## src/rtl/txd_pkg.sv

```systemverilog
package txd_pkg;
  localparam int FL_EOP   = 16;
  localparam int FL_HCRC  = 17;
  localparam int FL_DCRC  = 18;
  localparam int FL_WIDE  = 19;
  localparam int FL_VALID = 31;

  typedef enum logic [2:0] {
    W_IDLE, W_RD0, W_RD1, W_FETCH, W_DRAIN, W_WB
  } walk_st_t;

  typedef enum logic [1:0] {
    S_IDLE, S_DATA, S_CRC, S_MARK
  } ser_st_t;

  // one byte through the reflected 8-bit CRC, bit by bit
  function automatic logic [7:0] crc8_step(input logic [7:0] c, input logic [7:0] d);
    logic [7:0] r;
    r = c;
    for (int i = 0; i < 8; i++) begin
      if (r[0] ^ d[i]) r = (r >> 1) ^ 8'hE0;
      else             r = r >> 1;
    end
    return r;
  endfunction

  // one byte through the 16-bit CRC, top bit first
  function automatic logic [15:0] crc16_step(input logic [15:0] c, input logic [7:0] d);
    logic [15:0] r;
    logic        fb;
    r = c;
    for (int i = 7; i >= 0; i--) begin
      fb = r[15] ^ d[i];
      r  = {r[14:0], 1'b0};
      if (fb) r = r ^ 16'h1021;
    end
    return r;
  endfunction
endpackage

```

## src/rtl/txd_fifo.sv

```systemverilog
module txd_fifo #(
  parameter int W     = 32,
  parameter int DEPTH = 4
) (
  input  logic         clk,
  input  logic         rst_n,
  input  logic         push,
  input  logic [W-1:0] din,
  input  logic         pop,
  output logic [W-1:0] dout,
  output logic         empty,
  output logic         full
);
  localparam int AW = (DEPTH > 1) ? $clog2(DEPTH) : 1;

  logic [W-1:0]  store [DEPTH];
  logic [AW-1:0] wp, rp;
  logic [AW:0]   cnt;

  assign empty = (cnt == '0);
  assign full  = (cnt == (AW+1)'(DEPTH));
  assign dout  = store[rp];

  always_ff @(posedge clk) begin
    if (!rst_n) begin
      wp  <= '0;
      rp  <= '0;
      cnt <= '0;
    end else begin
      if (push) begin
        store[wp] <= din;
        wp <= (wp == AW'(DEPTH-1)) ? '0 : wp + 1'b1;
      end
      if (pop) rp <= (rp == AW'(DEPTH-1)) ? '0 : rp + 1'b1;
      cnt <= cnt + (AW+1)'(push) - (AW+1)'(pop);
    end
  end
endmodule

```

## src/rtl/txd_crc.sv

```systemverilog
module txd_crc (
  input  logic        clk,
  input  logic        rst_n,
  input  logic        clr,
  input  logic        en,
  input  logic [7:0]  din,
  output logic [7:0]  crc8,
  output logic [15:0] crc16
);
  import txd_pkg::*;

  always_ff @(posedge clk) begin
    if (!rst_n || clr) begin
      crc8  <= 8'h00;
      crc16 <= 16'hFFFF;
    end else if (en) begin
      crc8  <= crc8_step(crc8, din);
      crc16 <= crc16_step(crc16, din);
    end
  end
endmodule

```

## src/rtl/txd_serializer.sv

```systemverilog
module txd_serializer #(
  parameter int LEN_W = 16
) (
  input  logic             clk,
  input  logic             rst_n,
  input  logic             start,
  input  logic [LEN_W-1:0] s_len,
  input  logic             s_eop,
  input  logic             s_crc,
  input  logic             s_wide,
  input  logic [31:0]      fifo_dout,
  input  logic             fifo_empty,
  output logic             fifo_pop,
  input  logic [7:0]       crc8,
  input  logic [15:0]      crc16,
  output logic             crc_en,
  output logic             crc_clr,
  output logic             tx_valid,
  output logic [7:0]       tx_data,
  output logic             tx_eop,
  input  logic             tx_ready,
  output logic             chunk_done
);
  import txd_pkg::*;

  ser_st_t          st;
  logic [LEN_W-1:0] rem;
  logic [1:0]       lane;
  logic             eop_r, crc_r, wide_r, cidx;
  logic             fire, crc_last;

  always_comb begin
    tx_valid = 1'b0;
    tx_data  = 8'h00;
    case (st)
      S_DATA: begin
        tx_valid = !fifo_empty;
        tx_data  = fifo_dout[8*lane +: 8];
      end
      S_CRC: begin
        tx_valid = 1'b1;
        tx_data  = wide_r ? (cidx ? crc16[7:0] : crc16[15:8]) : crc8;
      end
      S_MARK: tx_valid = 1'b1;
      default: ;
    endcase
  end

  assign tx_eop   = (st == S_MARK);
  assign fire     = tx_valid && tx_ready;
  assign crc_last = !wide_r || cidx;
  assign crc_en   = fire && (st == S_DATA);
  assign fifo_pop = crc_en && (lane == 2'd3 || rem == LEN_W'(1));
  assign crc_clr  = fire && ((st == S_CRC && crc_last) || st == S_MARK);

  always_ff @(posedge clk) begin
    if (!rst_n) begin
      st         <= S_IDLE;
      rem        <= '0;
      lane       <= '0;
      eop_r      <= 1'b0;
      crc_r      <= 1'b0;
      wide_r     <= 1'b0;
      cidx       <= 1'b0;
      chunk_done <= 1'b0;
    end else begin
      chunk_done <= 1'b0;
      case (st)
        S_IDLE: if (start) begin
          rem    <= s_len;
          lane   <= '0;
          eop_r  <= s_eop;
          crc_r  <= s_crc;
          wide_r <= s_wide;
          cidx   <= 1'b0;
          if (s_len != '0)  st <= S_DATA;
          else if (s_crc)   st <= S_CRC;
          else if (s_eop)   st <= S_MARK;
          else              chunk_done <= 1'b1;
        end
        S_DATA: if (fire) begin
          lane <= lane + 2'd1;
          rem  <= rem - 1'b1;
          if (rem == LEN_W'(1)) begin
            if (crc_r)      st <= S_CRC;
            else if (eop_r) st <= S_MARK;
            else begin
              st         <= S_IDLE;
              chunk_done <= 1'b1;
            end
          end
        end
        S_CRC: if (fire) begin
          if (!crc_last)  cidx <= 1'b1;
          else if (eop_r) st <= S_MARK;
          else begin
            st         <= S_IDLE;
            chunk_done <= 1'b1;
          end
        end
        S_MARK: if (fire) begin
          st         <= S_IDLE;
          chunk_done <= 1'b1;
        end
        default: st <= S_IDLE;
      endcase
    end
  end
endmodule

```

## src/rtl/txd_walker.sv

```systemverilog
module txd_walker #(
  parameter int LEN_W    = 16,
  parameter int RING_LEN = 8
) (
  input  logic             clk,
  input  logic             rst_n,
  input  logic             start,
  input  logic             run,
  input  logic             cont,
  input  logic [31:0]      base,
  output logic             mem_req,
  output logic             mem_we,
  output logic [31:0]      mem_addr,
  output logic [31:0]      mem_wdata,
  input  logic             mem_ack,
  input  logic [31:0]      mem_rdata,
  output logic             fifo_push,
  input  logic             fifo_full,
  output logic             chunk_start,
  output logic [31:0]      flags,
  input  logic             chunk_done,
  output logic             desc_done,
  output logic             list_end,
  output logic             busy
);
  import txd_pkg::*;

  localparam int IW = (RING_LEN > 1) ? $clog2(RING_LEN) : 1;

  walk_st_t         st;
  logic [IW-1:0]    idx;
  logic [31:0]      buf_addr, desc_addr;
  logic [LEN_W-1:0] words_left;
  logic             done_seen;
  walk_st_t         after_desc;

  assign desc_addr  = base + {{(29-IW){1'b0}}, idx, 3'b000};
  assign after_desc = run ? W_RD0 : W_IDLE;
  assign busy       = (st != W_IDLE);
  assign mem_we     = (st == W_WB);
  assign mem_wdata  = flags & ~(32'd1 << FL_VALID);
  assign fifo_push  = (st == W_FETCH) && mem_ack;

  always_comb begin
    mem_req  = 1'b0;
    mem_addr = desc_addr;
    case (st)
      W_RD0:   mem_req = 1'b1;
      W_RD1, W_WB: begin
        mem_req  = 1'b1;
        mem_addr = desc_addr + 32'd4;
      end
      W_FETCH: begin
        mem_req  = (words_left != '0) && !fifo_full;
        mem_addr = buf_addr;
      end
      default: ;
    endcase
  end

  always_ff @(posedge clk) begin
    if (!rst_n) begin
      st          <= W_IDLE;
      idx         <= '0;
      buf_addr    <= '0;
      flags       <= '0;
      words_left  <= '0;
      done_seen   <= 1'b0;
      chunk_start <= 1'b0;
      desc_done   <= 1'b0;
      list_end    <= 1'b0;
    end else begin
      chunk_start <= 1'b0;
      desc_done   <= 1'b0;
      list_end    <= 1'b0;
      if (chunk_done) done_seen <= 1'b1;
      case (st)
        W_IDLE: if (start) begin
          idx <= '0;
          st  <= W_RD0;
        end
        W_RD0: if (mem_ack) begin
          buf_addr <= mem_rdata;
          st       <= W_RD1;
        end
        W_RD1: if (mem_ack) begin
          flags <= mem_rdata;
          if (!mem_rdata[FL_VALID]) begin
            if (cont) st <= after_desc;
            else begin
              st       <= W_IDLE;
              list_end <= 1'b1;
            end
          end else begin
            chunk_start <= 1'b1;
            done_seen   <= 1'b0;
            words_left  <= LEN_W'(({1'b0, mem_rdata[LEN_W-1:0]} + 3) >> 2);
            st          <= W_FETCH;
          end
        end
        W_FETCH: begin
          if (words_left == '0) st <= W_DRAIN;
          else if (mem_ack) begin
            buf_addr   <= buf_addr + 32'd4;
            words_left <= words_left - 1'b1;
            if (words_left == LEN_W'(1)) st <= W_DRAIN;
          end
        end
        W_DRAIN: if (chunk_done || done_seen) st <= W_WB;
        W_WB: if (mem_ack) begin
          desc_done <= 1'b1;
          idx       <= (idx == IW'(RING_LEN-1)) ? '0 : idx + 1'b1;
          st        <= after_desc;
        end
        default: st <= W_IDLE;
      endcase
    end
  end
endmodule

```

## src/rtl/txchain_dma.sv

```systemverilog
module txchain_dma #(
  parameter int LEN_W      = 16,
  parameter int RING_LEN   = 8,
  parameter int FIFO_DEPTH = 4
) (
  input  logic        clk,
  input  logic        rst_n,
  input  logic        reg_wr,
  input  logic [1:0]  reg_addr,
  input  logic [31:0] reg_wdata,
  output logic [31:0] reg_rdata,
  output logic        mem_req,
  output logic        mem_we,
  output logic [31:0] mem_addr,
  output logic [31:0] mem_wdata,
  input  logic        mem_ack,
  input  logic [31:0] mem_rdata,
  output logic        tx_valid,
  input  logic        tx_ready,
  output logic [7:0]  tx_data,
  output logic        tx_eop,
  output logic        irq
);
  import txd_pkg::*;

  logic        run_r, cont_r;
  logic [31:0] base_r;
  logic [15:0] every_r, done_cnt;
  logic        busy, start_go;
  logic        fifo_push, fifo_pop, fifo_empty, fifo_full;
  logic [31:0] fifo_dout, flags;
  logic        chunk_start, chunk_done, desc_done, list_end;
  logic        crc_en, crc_clr_ser;
  logic [7:0]  crc8;
  logic [15:0] crc16;
  logic        irq_clr_wr;

  assign start_go   = reg_wr && reg_addr == 2'd0 && reg_wdata[0] && !busy;
  assign irq_clr_wr = reg_wr && reg_addr == 2'd3 && reg_wdata[1];

  always_comb begin
    case (reg_addr)
      2'd0:    reg_rdata = {30'd0, cont_r, run_r};
      2'd1:    reg_rdata = base_r;
      2'd2:    reg_rdata = {16'd0, every_r};
      default: reg_rdata = {30'd0, irq, busy};
    endcase
  end

  always_ff @(posedge clk) begin
    if (!rst_n) begin
      run_r    <= 1'b0;
      cont_r   <= 1'b0;
      base_r   <= '0;
      every_r  <= 16'd1;
      done_cnt <= '0;
      irq      <= 1'b0;
    end else begin
      if (reg_wr && reg_addr == 2'd1) base_r  <= reg_wdata;
      if (reg_wr && reg_addr == 2'd2) every_r <= reg_wdata[15:0];
      if (reg_wr && reg_addr == 2'd0 && !reg_wdata[0]) run_r <= 1'b0;
      if (irq_clr_wr) irq <= 1'b0;
      if (start_go) begin
        run_r    <= 1'b1;
        cont_r   <= reg_wdata[1];
        done_cnt <= '0;
      end else if (desc_done && cont_r) begin
        if (done_cnt + 16'd1 >= every_r) begin
          done_cnt <= '0;
          irq      <= 1'b1;
        end else begin
          done_cnt <= done_cnt + 16'd1;
        end
      end
      if (list_end) begin
        irq   <= 1'b1;
        run_r <= 1'b0;
      end
    end
  end

  txd_walker #(.LEN_W(LEN_W), .RING_LEN(RING_LEN)) u_walk (
    .clk(clk), .rst_n(rst_n), .start(start_go), .run(run_r), .cont(cont_r),
    .base(base_r), .mem_req(mem_req), .mem_we(mem_we), .mem_addr(mem_addr),
    .mem_wdata(mem_wdata), .mem_ack(mem_ack), .mem_rdata(mem_rdata),
    .fifo_push(fifo_push), .fifo_full(fifo_full), .chunk_start(chunk_start),
    .flags(flags), .chunk_done(chunk_done), .desc_done(desc_done),
    .list_end(list_end), .busy(busy)
  );

  txd_fifo #(.W(32), .DEPTH(FIFO_DEPTH)) u_fifo (
    .clk(clk), .rst_n(rst_n), .push(fifo_push), .din(mem_rdata),
    .pop(fifo_pop), .dout(fifo_dout), .empty(fifo_empty), .full(fifo_full)
  );

  txd_crc u_crc (
    .clk(clk), .rst_n(rst_n), .clr(crc_clr_ser || start_go), .en(crc_en),
    .din(tx_data), .crc8(crc8), .crc16(crc16)
  );

  txd_serializer #(.LEN_W(LEN_W)) u_ser (
    .clk(clk), .rst_n(rst_n), .start(chunk_start), .s_len(flags[LEN_W-1:0]),
    .s_eop(flags[FL_EOP]), .s_crc(flags[FL_HCRC] | flags[FL_DCRC]),
    .s_wide(flags[FL_WIDE]), .fifo_dout(fifo_dout), .fifo_empty(fifo_empty),
    .fifo_pop(fifo_pop), .crc8(crc8), .crc16(crc16), .crc_en(crc_en),
    .crc_clr(crc_clr_ser), .tx_valid(tx_valid), .tx_data(tx_data),
    .tx_eop(tx_eop), .tx_ready(tx_ready), .chunk_done(chunk_done)
  );
endmodule

```

## config.mk

```make
export PLATFORM = sky130hd
export DESIGN_NAME = txchain_dma
export DESIGN_NICKNAME = d
export VERILOG_FILES = /design/src/rtl/txd_pkg.sv /design/src/rtl/txd_fifo.sv /design/src/rtl/txd_crc.sv /design/src/rtl/txd_serializer.sv /design/src/rtl/txd_walker.sv /design/src/rtl/txchain_dma.sv
export SDC_FILE = /design/constraint.sdc
export NUM_CORES = 1
export LEC_CHECK = 0
export ABC_AREA = 0
export ABC_CLOCK_PERIOD_IN_PS = 8000
export BUFFER_PORTS_ARGS = -buffer_cell sky130_fd_sc_hd__buf_2
export CORE_ASPECT_RATIO = 2
export CORE_UTILIZATION = 45
export CTS_CLUSTER_DIAMETER = 60
export DETAILED_ROUTE_END_ITERATION = 8
export SLEW_MARGIN = 20
export SYNTH_ARGS = -nofsm -noshare
export SYNTH_HDL_FRONTEND = slang
export SYNTH_HIERARCHICAL = 1
export SYNTH_SLANG_ARGS = --single-unit
```

## constraint.sdc

```tcl
create_clock -name clk -period 8 [get_ports clk]
set_input_delay 0.4 -clock clk [delete_from_list [all_inputs] [get_ports clk]]
set_output_delay 0.4 -clock clk [all_outputs]
set_load 0.1 [all_outputs]
```

==> metrics.txt <==
residual DRC count 0; footprint of the multi-input gates roughly 11000 um^2; Synth Instances ~2200; crit path from base_r[3]; Pre-Repair DR Iteration Count 5; total track usage a little under a third; placed cell area 21000 um^2; r2r startpoint u_ser/st[1]; Period Utilization, post-route slightly above 70%; Worst slew margin a little over a quarter; Skew-Pair Late Insertion Delay about 0.54 ns; Avg Inst Size Synth ~9 um^2; WHS Path Cells 3; Starting Density between 40% and 50%; largest net degree at the start of global routing 67; layout cells sized above 1 between 10% and 20%; post-CTS setup buffers 0; core area between 40000 and 50000 um^2; fmax between 150 and 200 MHz; Setup crit end mem_addr[21]; peak supply drop ~0.15 mV; total global routing overflow 0; register area a little over 8000 um^2; HPWL after detailed placement between 50000 and 60000 um; synthesis-to-layout area growth 10.4%; DRT iter0 DRCs ~1200; CTS tree built; Worst Max-Slew Pin Slew around 1.1 ns; CTS Hold Buffers Added 0; CTS resizes 0; CTS Buffer Depth 3; initial antenna violation count 8; final hold violation count 0; Max Cap Viol 0; Setup TNS 0 ns; Post-Route WL approximately 71000 um; Worst Path Arrival roughly 5.3 ns; clk_skew around 0.012 ns; num rows between 100 and 150; first-pass GRT wire length 105000 um; worst hold start reg_wdata[24]; number of CTS-inserted buffers 35; unrepaired setup endpoints after global routing false; # IOs 180; CTS H-tree depth 2; vias per std cell 6.21; Final nets about 2400; Die Ht 301 um; final instance area about 22000 um^2; vias in the first global route between 15000 and 20000; final setup vio count 0; Die Wd around 150 um; clock sinks 342; R2R depth 12; clock root buffer clkbuf_16; Filler cells 4241; Vias around 18000; status finished, final reports clean; clk slew on worst S/H paths roughly 0.07 ns; Final Max Slew Viols 0; crit path max fanout 12; CP Class flip-flop to primary output; Antenna Nets Post-Route 0; Synth Cell Area 20100 um^2; WL per Instance 24.8 um; RR Endpoint u_fifo/cnt[1]; min Tclk post-route about 5.7 ns; GPL Wtd Cong roughly 1.0; IO Port Bufs around 180; CP startpoint kind flip-flop; Ys Warns 6; CP required ~7.6 ns; full die area 45600 um^2; Post-Syn Nets 2333; crit end category primary output; R2R setup slack 4.00 ns; power per standard cell area between 200 and 250 nW/um^2; Hold Path Class primary input to flip-flop; Pleak between 7 and 8 nW
worst max-delay path, stage by stage, from the launching register on:
cell and delay (ns):
dfxtp_1 0.34, ha_1 0.27, fa_1 0.49, a2111oi_0 0.89, o311a_1 0.23, a211oi_1 0.06, nor4_1 0.70, and2_1 0.49
nor3b_1 0.43, mux2i_1 0.24, o2bb2ai_1 0.13, buf_2 0.44
state kept, by name, summed over array words and instances (netlist names), 8 cells and up, named ones only:
| register | cells |
|---|---|
| u_fifo/store | 128 |
| u_crc/crc16 | 16 |
| u_crc/crc8 | 8 |
| u_walk/buf_addr | 32 |
| u_ser/rem | 16 |
| u_walk/words_left | 16 |
| u_walk/flags | 31 |
| every_r | 16 |
| base_r | 32 |
| done_cnt | 16 |
layer usage:
layer / track usage (%) / wire [um] / up-vias
met1: 30.0 / 23800 / 8650
met4: 22.7 / 5710 / 6
met2: 58.6 / 37800 / 716
li1: - / - / 8232
met5: 0 / 39 / -
met3: 4.50 / 3900 / 247
worst min path at each step:
stage	slack (ns)	to
2_1_floorplan	0.40	run_r
3_3_place_gp	0.44	u_walk/flags[22]
3_5_place_dp	0.45	u_walk/flags[21]
4_1_cts	0.1	base_r[24]
5_1_grt	0.12	base_r[23]
6_report	0.12	base_r[24]
report_power, final:
part | total (mW) | switching [mW] | internal [mW]
registers | 1.96 | 0.0938 | 1.86
logic | 0.921 | 0.702 | 0.220
clock network | 1.70 | 0.747 | 0.953
placed cells by master (no fill, tap or decap), types with 32 or more instances in the layout:
cell type,instances
a21boi_0,56
a21oi_1,183
and2_1,35
buf_2,177
buf_4,34
clkbuf_16,36
dfxtp_1,212
edfxtp_1,128
ha_1,41
inv_1,52
mux4_2,39
nand2_1,342
nand3_1,52
nor2_1,154
nor3_1,38
o21ai_0,106
o22ai_1,32
xnor2_1,64
per-stage QoR:
step | power [mW] | utilization (%) | setup slack [ns] | hold WS (ns) | cells
2_1_floorplan | 2.62 | - | 2.39 | 0.400 | 2219
3_3_place_gp | 2.89 | 47.5 | 2.93 | 0.440 | 2808
3_5_place_dp | 2.90 | 47.5 | 2.97 | 0.445 | 2808
4_1_cts | 4.61 | 50.2 | 2.37 | 0.0972 | 2871
5_1_grt | 4.74 | 50.2 | 2.04 | 0.119 | 2876
6_report | 4.58 | 50.2 | 2.33 | 0.122 | 2876
cell type report:
| cell class | instances | share of cell area, % |
|---|---|---|
| inverters | 56 | 0.948 |
| repair buffers | 211 | 5.14 |
| flip-flops and latches | 342 | 36.6 |
| clock inverters | 23 | 1.08 |
| clock buffers | 40 | 4.22 |
| well taps | 555 | 3.13 |
| multi-input cells | 1644 | 48.8 |
| diodes | 5 | 0.0564 |
No activity file was read; power rests on OpenSTA's default activity.
